--- config.mk ---
export PLATFORM = sky130hd
export DESIGN_NAME = ext_irq_sense_ctrl
export DESIGN_NICKNAME = d
export VERILOG_FILES = /design/src/rtl/eisc_pkg.sv /design/src/rtl/eisc_sync.sv /design/src/rtl/eisc_detect.sv /design/src/rtl/eisc_regs.sv /design/src/rtl/ext_irq_sense_ctrl.sv
export SDC_FILE = /design/constraint.sdc
export NUM_CORES = 1
export LEC_CHECK = 0
export ABC_AREA = 1
export BUFFER_PORTS_ARGS = -buffer_cell sky130_fd_sc_hd__clkbuf_2
export CAP_MARGIN = 30
export CORE_MARGIN = 4
export CORE_UTILIZATION = 28
export CTS_CLUSTER_DIAMETER = 100
export DETAILED_ROUTE_END_ITERATION = 8
export GPL_TIMING_DRIVEN = 0
export PLACE_DENSITY = 0.44
export SYNTH_ARGS = -nofsm -noshare
export SYNTH_HDL_FRONTEND = slang
export SYNTH_SLANG_ARGS = --single-unit
--- constraint.sdc ---
create_clock -name clk -period 5.11 [get_ports clk]
set_input_delay 0 -clock clk [delete_from_list [all_inputs] [get_ports clk]]
set_output_delay 0 -clock clk [all_outputs]
set_load 0.01 [all_outputs]
--- src/rtl/eisc_pkg.sv ---
// Package: shared constants and types for the external interrupt sense controller.
// Assumes a 12-bit byte address space and word-aligned accesses.
package eisc_pkg;

    localparam int ADDR_W  = 12;
    localparam int DATA_W  = 32;
    localparam int SENSE_W = 6;   // stored sense field width
    localparam int MODE_W  = 4;   // sense bits that carry meaning

    // Bit positions inside the sense field
    localparam int SB_LOW  = 0;
    localparam int SB_HIGH = 1;
    localparam int SB_FALL = 2;
    localparam int SB_RISE = 3;

    // Fixed register addresses
    localparam logic [ADDR_W-1:0] ADR_DETECT  = 12'h100;
    localparam logic [ADDR_W-1:0] ADR_MONITOR = 12'h104;
    localparam logic [ADDR_W-1:0] ADR_CFG     = 12'h180;

    // Register selected inside a per-processor window
    typedef enum logic [1:0] {
        WREG_REQ  = 2'd0,
        WREG_EN   = 2'd1,
        WREG_SET  = 2'd2,
        WREG_NONE = 2'd3
    } win_reg_e;

endpackage

--- src/rtl/eisc_sync.sv ---
// Module: two-stage pin synchroniser plus a one-cycle-delayed copy that
// serves as the edge reference. Assumes pins are fully asynchronous.
module eisc_sync #(
    parameter int NUM_LINES = 32
) (
    input  logic                 clk,
    input  logic                 rst_n,
    input  logic [NUM_LINES-1:0] pins_i,
    output logic [NUM_LINES-1:0] lvl_o,
    output logic [NUM_LINES-1:0] prev_o
);

    logic [NUM_LINES-1:0] stage1_q;
    logic [NUM_LINES-1:0] stage2_q;
    logic [NUM_LINES-1:0] prev_q;

    // Capture pins through two flops, then keep last cycle's synchronised value
    always_ff @(posedge clk) begin
        if (!rst_n) begin
            stage1_q <= '0;
            stage2_q <= '0;
            prev_q   <= '0;
        end else begin
            stage1_q <= pins_i;
            stage2_q <= stage1_q;
            prev_q   <= stage2_q;
        end
    end

    assign lvl_o  = stage2_q;
    assign prev_o = prev_q;

endmodule

--- src/rtl/eisc_detect.sv ---
// Module: per-line event decoder and detect latch. A line's event is the OR
// of its enabled sense conditions. The latch is set by an event and cleared
// by a write-one mask, and a set wins over a clear in the same cycle.
// Assumes lvl_i/prev_i come from the synchroniser.
module eisc_detect
    import eisc_pkg::*;
#(
    parameter int NUM_LINES = 32
) (
    input  logic                        clk,
    input  logic                        rst_n,
    input  logic [NUM_LINES-1:0]        lvl_i,
    input  logic [NUM_LINES-1:0]        prev_i,
    input  logic [NUM_LINES*MODE_W-1:0] mode_i,
    input  logic [NUM_LINES-1:0]        clr_i,
    output logic [NUM_LINES-1:0]        det_o
);

    logic [NUM_LINES-1:0] evt;
    logic [NUM_LINES-1:0] det_q;

    for (genvar i = 0; i < NUM_LINES; i++) begin : g_line
        logic [MODE_W-1:0] m;
        assign m = mode_i[i*MODE_W +: MODE_W];

        // Combine level and edge conditions selected for this line
        assign evt[i] = (m[SB_LOW]  & ~lvl_i[i])
                      | (m[SB_HIGH] &  lvl_i[i])
                      | (m[SB_FALL] &  prev_i[i] & ~lvl_i[i])
                      | (m[SB_RISE] & ~prev_i[i] &  lvl_i[i]);

        AST_DET_HAS_CAUSE: assert property (@(posedge clk) disable iff (!rst_n) $rose(det_q[i]) |-> $past(evt[i])) else $error("detect set without event");
        AST_SET_BEATS_CLR: assert property (@(posedge clk) disable iff (!rst_n) $past(evt[i]) |-> det_q[i]) else $error("event lost");
        AST_CLR_TAKES: assert property (@(posedge clk) disable iff (!rst_n) ($past(clr_i[i]) && !$past(evt[i])) |-> !det_q[i]) else $error("clear ignored");
        AST_MODE_OFF_QUIET: assert property (@(posedge clk) disable iff (!rst_n) (m == '0) |-> !evt[i]) else $error("event with sense off");
    end

    // Latch events; clear by mask unless a new event arrives
    always_ff @(posedge clk) begin
        if (!rst_n) begin
            det_q <= '0;
        end else begin
            det_q <= (det_q & ~clr_i) | evt;
        end
    end

    assign det_o = det_q;

endmodule

--- src/rtl/eisc_regs.sv ---
// Module: bus decode, sense configuration store, enable mask and registered
// read path. Assumes one-cycle bus strobes and word-aligned addresses;
// anything else is treated as unmapped.
module eisc_regs
    import eisc_pkg::*;
#(
    parameter int NUM_LINES = 32,
    parameter int NUM_WIN   = 2
) (
    input  logic                        clk,
    input  logic                        rst_n,
    input  logic                        bus_sel,
    input  logic                        bus_wr,
    input  logic [ADDR_W-1:0]           bus_addr,
    input  logic [DATA_W-1:0]           bus_wdata,
    output logic [DATA_W-1:0]           bus_rdata,
    input  logic [NUM_LINES-1:0]        det_i,
    input  logic [NUM_LINES-1:0]        lvl_i,
    output logic [NUM_LINES*MODE_W-1:0] mode_o,
    output logic [NUM_LINES-1:0]        en_o,
    output logic [NUM_LINES-1:0]        clr_o
);

    localparam int IDX_W = 5;

    logic                 aligned;
    logic                 win_hit;
    logic                 det_hit;
    logic                 mon_hit;
    logic                 cfg_hit;
    logic [IDX_W-1:0]     cfg_idx;
    win_reg_e             wreg;
    logic                 wr_stb;
    logic [NUM_LINES-1:0] set_mask;
    logic [NUM_LINES-1:0] off_mask;
    logic [NUM_LINES-1:0] en_q;
    logic [SENSE_W-1:0]   cfg_q [NUM_LINES];
    logic [DATA_W-1:0]    rd_val;
    logic [DATA_W-1:0]    rdata_q;

    // Address decode into register classes
    always_comb begin
        aligned = (bus_addr[1:0] == 2'b00);
        win_hit = aligned && (bus_addr[ADDR_W-1:8] == '0)
                  && (int'(bus_addr[7:4]) < NUM_WIN);
        det_hit = (bus_addr == ADR_DETECT);
        mon_hit = (bus_addr == ADR_MONITOR);
        cfg_idx = bus_addr[IDX_W+1:2];
        cfg_hit = aligned && (bus_addr[ADDR_W-1:7] == ADR_CFG[ADDR_W-1:7])
                  && (int'(cfg_idx) < NUM_LINES);
        unique case (bus_addr[3:2])
            2'd0:    wreg = WREG_REQ;
            2'd1:    wreg = WREG_EN;
            2'd2:    wreg = WREG_SET;
            default: wreg = WREG_NONE;
        endcase
    end

    // Write strobes turned into per-line masks
    always_comb begin
        wr_stb   = bus_sel && bus_wr;
        set_mask = (wr_stb && win_hit && wreg == WREG_SET) ? bus_wdata[NUM_LINES-1:0] : '0;
        off_mask = (wr_stb && win_hit && wreg == WREG_EN)  ? bus_wdata[NUM_LINES-1:0] : '0;
        clr_o    = (wr_stb && det_hit) ? bus_wdata[NUM_LINES-1:0] : '0;
    end

    // Enable mask: set-by-one and clear-by-one only
    always_ff @(posedge clk) begin
        if (!rst_n) begin
            en_q <= '0;
        end else begin
            en_q <= (en_q | set_mask) & ~off_mask;
        end
    end

    AST_EN_SET_TAKES: assert property (@(posedge clk) disable iff (!rst_n) (|set_mask) |=> ((en_q & $past(set_mask)) == $past(set_mask))) else $error("enable set lost");
    AST_EN_CLR_TAKES: assert property (@(posedge clk) disable iff (!rst_n) (|off_mask) |=> ((en_q & $past(off_mask)) == '0)) else $error("enable clear lost");

    // Per-line sense field storage, low six bits of the write only
    always_ff @(posedge clk) begin
        if (!rst_n) begin
            for (int i = 0; i < NUM_LINES; i++) cfg_q[i] <= '0;
        end else if (wr_stb && cfg_hit) begin
            for (int i = 0; i < NUM_LINES; i++) begin
                if (int'(cfg_idx) == i) cfg_q[i] <= bus_wdata[SENSE_W-1:0];
            end
        end
    end

    for (genvar i = 0; i < NUM_LINES; i++) begin : g_mode
        assign mode_o[i*MODE_W +: MODE_W] = cfg_q[i][MODE_W-1:0];
    end

    // Read data selection
    always_comb begin
        rd_val = '0;
        if (win_hit) begin
            case (wreg)
                WREG_REQ: rd_val[NUM_LINES-1:0] = det_i & en_q;
                WREG_EN:  rd_val[NUM_LINES-1:0] = en_q;
                default:  rd_val = '0;
            endcase
        end else if (det_hit) begin
            rd_val[NUM_LINES-1:0] = det_i;
        end else if (mon_hit) begin
            rd_val[NUM_LINES-1:0] = lvl_i;
        end else if (cfg_hit) begin
            for (int i = 0; i < NUM_LINES; i++) begin
                if (int'(cfg_idx) == i) rd_val[SENSE_W-1:0] = cfg_q[i];
            end
        end
    end

    // Register read data one cycle after a read strobe
    always_ff @(posedge clk) begin
        if (!rst_n) begin
            rdata_q <= '0;
        end else if (bus_sel && !bus_wr) begin
            rdata_q <= rd_val;
        end
    end

    assign bus_rdata = rdata_q;
    assign en_o      = en_q;

endmodule

--- src/rtl/ext_irq_sense_ctrl.sv ---
// Module: top of the external interrupt sense controller. Chains the
// synchroniser, detect latch and register block, and ORs the enabled
// detect bits into irq_o. Assumes NUM_LINES between 1 and 32.
module ext_irq_sense_ctrl
    import eisc_pkg::*;
#(
    parameter int NUM_LINES = 32,
    parameter int NUM_WIN   = 2
) (
    input  logic                 clk,
    input  logic                 rst_n,
    input  logic                 bus_sel,
    input  logic                 bus_wr,
    input  logic [11:0]          bus_addr,
    input  logic [31:0]          bus_wdata,
    output logic [31:0]          bus_rdata,
    input  logic [NUM_LINES-1:0] pins_i,
    output logic                 irq_o
);

    logic [NUM_LINES-1:0]        lvl;
    logic [NUM_LINES-1:0]        prev;
    logic [NUM_LINES-1:0]        det;
    logic [NUM_LINES-1:0]        en;
    logic [NUM_LINES-1:0]        clr;
    logic [NUM_LINES*MODE_W-1:0] mode;

    eisc_sync #(.NUM_LINES(NUM_LINES)) sync_i (
        .clk    (clk),
        .rst_n  (rst_n),
        .pins_i (pins_i),
        .lvl_o  (lvl),
        .prev_o (prev)
    );

    eisc_detect #(.NUM_LINES(NUM_LINES)) detect_i (
        .clk    (clk),
        .rst_n  (rst_n),
        .lvl_i  (lvl),
        .prev_i (prev),
        .mode_i (mode),
        .clr_i  (clr),
        .det_o  (det)
    );

    eisc_regs #(.NUM_LINES(NUM_LINES), .NUM_WIN(NUM_WIN)) regs_i (
        .clk       (clk),
        .rst_n     (rst_n),
        .bus_sel   (bus_sel),
        .bus_wr    (bus_wr),
        .bus_addr  (bus_addr),
        .bus_wdata (bus_wdata),
        .bus_rdata (bus_rdata),
        .det_i     (det),
        .lvl_i     (lvl),
        .mode_o    (mode),
        .en_o      (en),
        .clr_o     (clr)
    );

    // Combined request: any enabled latched event
    assign irq_o = |(det & en);

    AST_IRQ_NEEDS_EN: assert property (@(posedge clk) disable iff (!rst_n) irq_o |-> (|en)) else $error("irq without enable");
    AST_IRQ_NEEDS_DET: assert property (@(posedge clk) disable iff (!rst_n) irq_o |-> (|det)) else $error("irq without detect");

endmodule

==> key figures <==
Status
  • Status: finished clean

Timing
  • Final hold vios: 0
  • Highest Clock Rate: 314.9 MHz
  • Slew @ Worst Pin: approximately 0.9 ns
  • Relative slew margins: 0.3839
  • Final worst slack: ~1.9 ns
  • Finish-stage setup viols: 0
  • Tcrit/Tclk final: 0.6215
  • Minimum clock period: approximately 3.2 ns
  • Final TNS setup: 0 ns
  • Slew Viols, Final: 0
  • Worst-case clock skew: roughly 0.019 ns
  • RSZ-0062 raised after global routing: no

CTS
  • Clock-pin slew on the worst setup and hold paths: roughly 0.060 ns
  • Worst skew pair latency: 0.57 ns
  • Clk buf depth: 3
  • CTS tree: built
  • CTS buffer count: 43
  • CTS Sinks: about 380
  • Setup Buffers After CTS: 0
  • CTS H-tree depth: 2
  • CTS root buf: clkbuf_16

Global routing
  • Initial antenna violation count: 1
  • Largest net degree at the start of global routing: 15
  • Vias in the first global route: 13480
  • GR Overflow Total: 0
  • GRT Util Overall: 0.1746
  • First-pass GRT wire length: between 80000 and 90000 um

Route
  • Vias per inst: about 4.6
  • DRT Pass-1 Iters: 5
  • ANT nets after route: 0
  • Via count: roughly 14000
  • DR WL/cell: around 19 um
  • Post-route DRC violation count: 0
  • Drt total wl: 56370 um
  • 1st-iter DRT viols: between 1000 and 1500

Run
  • Max-cap check violation count: 0

Min path
  • Hold endpoint: regs_i.bus_rdata[8]
  • HP Start: bus_sel
  • Hold Crit Depth: 6
  • Hold crit path type: in -> reg

Yosys
  • Cell count after synthesis: approximately 2000
  • YS warnings: 0
  • Sequential area share after synthesis: 0.5821
  • Top-area cell type share of the netlist area: 0.3493
  • Synth cell types: 38
  • Mapped Avg Cell Area: about 8.4 sq um
  • #FFs+latches synth: 384
  • Top post-synthesis cells by area: edfxtp_1 (35%), dfxtp_1 (23%), nand2_1 (11%)
  • Cell area after synthesis: 0.01651 sq mm
  • Leading area contributor after synthesis: edfxtp_1
  • Post-Syn Nets: ~2000

Floorplanning
  • Die Span X: around 250 um
  • Row Count: approximately 90
  • Initial Util: 0.2845
  • Die span in y: around 250 um
  • Top Ports: 113
  • Die area: 0.06290 sq mm
  • CORE AREA: 0.05803 sq mm

Worst setup path
  • Max FO, Critical Path: 2
  • CP startpoint kind: register
  • RR Endpoint: regs_i.bus_rdata[1]
  • Reg2Reg Depth: 22
  • WP data required: roughly 5.6 ns
  • Worst reg2reg setup slack: slightly below 2 ns
  • Worst Path Arrival: 3.65 ns
  • R2r startpoint: regs_i.cfg_q[0][1]
  • Critical path type: reg -> reg
  • Crit path capture type: register

Finish
  • P&R area growth vs syn: 22.60%
  • Fraction of layout cells with a size suffix above 1: 0.1008
  • Footprint of the multi-input gates: 0.005343 sq mm
  • FF/Latch Area: ~0.0096 sq mm
  • Cell area after layout: 0.02024 sq mm
  • Fillers: just over 6000
  • Final #Nets: 2269
  • Diode count: 0

Placed design
  • GPL Wtd Cong: 0.9238
  • Pre-CTS setup slack: 1.668 ns
  • Post-DP Area: ~0.018 sq mm
  • Port bufs: 110
  • Detail Placement HPWL: around 42000 um

Power
  • Lkg Pwr: roughly 8.8 nW
  • VDD IR max: 194.9 uV
  • Cell area power density: around 360 mW/mm^2
==> metal layers <==
metal / track usage / up-vias / wire length [um]
met5: 0 / - / 0
met2: 0.2855 / 410 / 25840
met4: 0.04961 / 0 / 1577
met3: 0.02442 / 97 / 3028
li1: - / 6817 / -
met1: 0.2430 / 6408 / 25930
==> state kept, by name, summed over array words and instances (netlist names) <==
register          flops
sync_i.stage1_q      32
sync_i.prev_o        32
regs_i.bus_rdata     32
regs_i.cfg_q        192
sync_i.lvl_o         32
regs_i.en_o          32
detect_i.det_o       32
==> synthesized netlist by cell type (all sizes together) <==
library cell  instances
a2111oi              11
a211oi                1
a21o                  2
a21oi               107
a221o                 1
a221oi                3
a22o                  1
and3                  1
buf                   8
clkbuf               61
clkinv                2
dfxtp               192
edfxtp              192
inv                 341
mux2                  4
nand2               485
nand3                39
nand3b                1
nand4                29
nor2                213
nor3                  5
nor4                  1
o211ai               30
o21ai               168
o21bai                1
o221ai               11
o22ai                32
o31ai                 3
o32ai                 1
or2                  20
==> worst max path at each step <==
| stage | startpoint | to | slack, ns | cells after the start |
|---|---|---|---|---|
| 4_1_cts | regs_i.cfg_q[0][1] | regs_i.bus_rdata[1] | 1.95 | 22 |
| 5_1_grt | regs_i.cfg_q[0][1] | regs_i.bus_rdata[1] | 1.85 | 22 |
| 2_1_floorplan | bus_addr[2] | regs_i.bus_rdata[4] | 2.98 | 26 |
| 3_3_place_gp | bus_addr[6] | regs_i.bus_rdata[1] | 1.66 | 25 |
| 6_report | regs_i.cfg_q[0][1] | regs_i.bus_rdata[1] | 1.93 | 22 |
| 3_5_place_dp | bus_addr[6] | regs_i.bus_rdata[1] | 1.67 | 25 |
==> power breakdown <==
group	total, mW	switching [mW]	internal (mW)
clock network	3.30	1.29	2.02
registers	3.47	0.0794	3.39
logic	0.514	0.359	0.155
==> final cells by class <==
| class | instances | share of cell area |
|---|---|---|
| clock buffers | 64 | 0.06992 |
| clock inverters | 15 | 0.006121 |
| inverters | 343 | 0.06362 |
| flip-flops and latches | 384 | 0.4748 |
| well taps | 765 | 0.04730 |
| plain buffers | 69 | 0.01323 |
| repair buffers | 178 | 0.06102 |
| multi-input cells | 1170 | 0.2640 |
==> what timing repair did <==
item	CTS	global route
hold endpoints to repair	102	0
hold buffers	65	0
gates resized for setup	0	0
setup endpoints to repair	0	0
==> kinds of logic (layout without fill, tap and decap cells) <==
kind of cell / after synthesis / count (layout) / synth area share
buf+inv: 412 / 669 / 0.09422
simple gates: 794 / 794 / 0.1937
compound gates: 372 / 372 / 0.1273
flops: 384 / 384 / 0.5821
mux: 4 / 4 / 0.002729
==> critical path, stage by stage (launching register included) <==
cell and delay, ns:
edfxtp_1 0.39, nand2_1 0.08, o21ai_0 0.09, a21oi_1 0.18, nand4_1 0.13, o21ai_0 0.14
nand3_1 0.18, nand2_1 0.12, nand3_1 0.11, nand2_1 0.10, nand4_1 0.12, nor3_1 0.23
nand4_1 0.15, nand2_1 0.11, nand3_1 0.10, nand2_1 0.10, nand4_1 0.12, nand2_1 0.11
nand3_1 0.10, nand2_1 0.14, nand4_1 0.14, nand2_1 0.08, inv_1 0.03
==> layout by cell type (no fill, tap or decap), types with 29 or more instances in the layout <==
master,instances
nand4_1,29
dfxtp_1,192
o22ai_1,32
clkbuf_16,51
o211ai_1,30
inv_1,333
clkbuf_1,65
nand3_1,39
clkbuf_2,110
nor2_1,207
edfxtp_1,192
a21oi_1,107
nand2_1,485
o21ai_0,167
dlygate4sd3_1,65
==> stage by stage <==
stage | hold slack, ns | power, mW | utilization | cells
after detailed placement | 0.1874 | 4.011 | 0.3108 | 2843
final | 0.03515 | 7.285 | 0.3488 | 2988
after global placement | 0.1842 | 4.007 | 0.3105 | 2841
after global routing | 0.07907 | 7.570 | 0.3488 | 2988
after floorplan | 0.09763 | 3.765 | - | 1966
after CTS | 0.01342 | 7.380 | 0.3485 | 2987
Note: power is estimated with default switching activity, not from simulation.
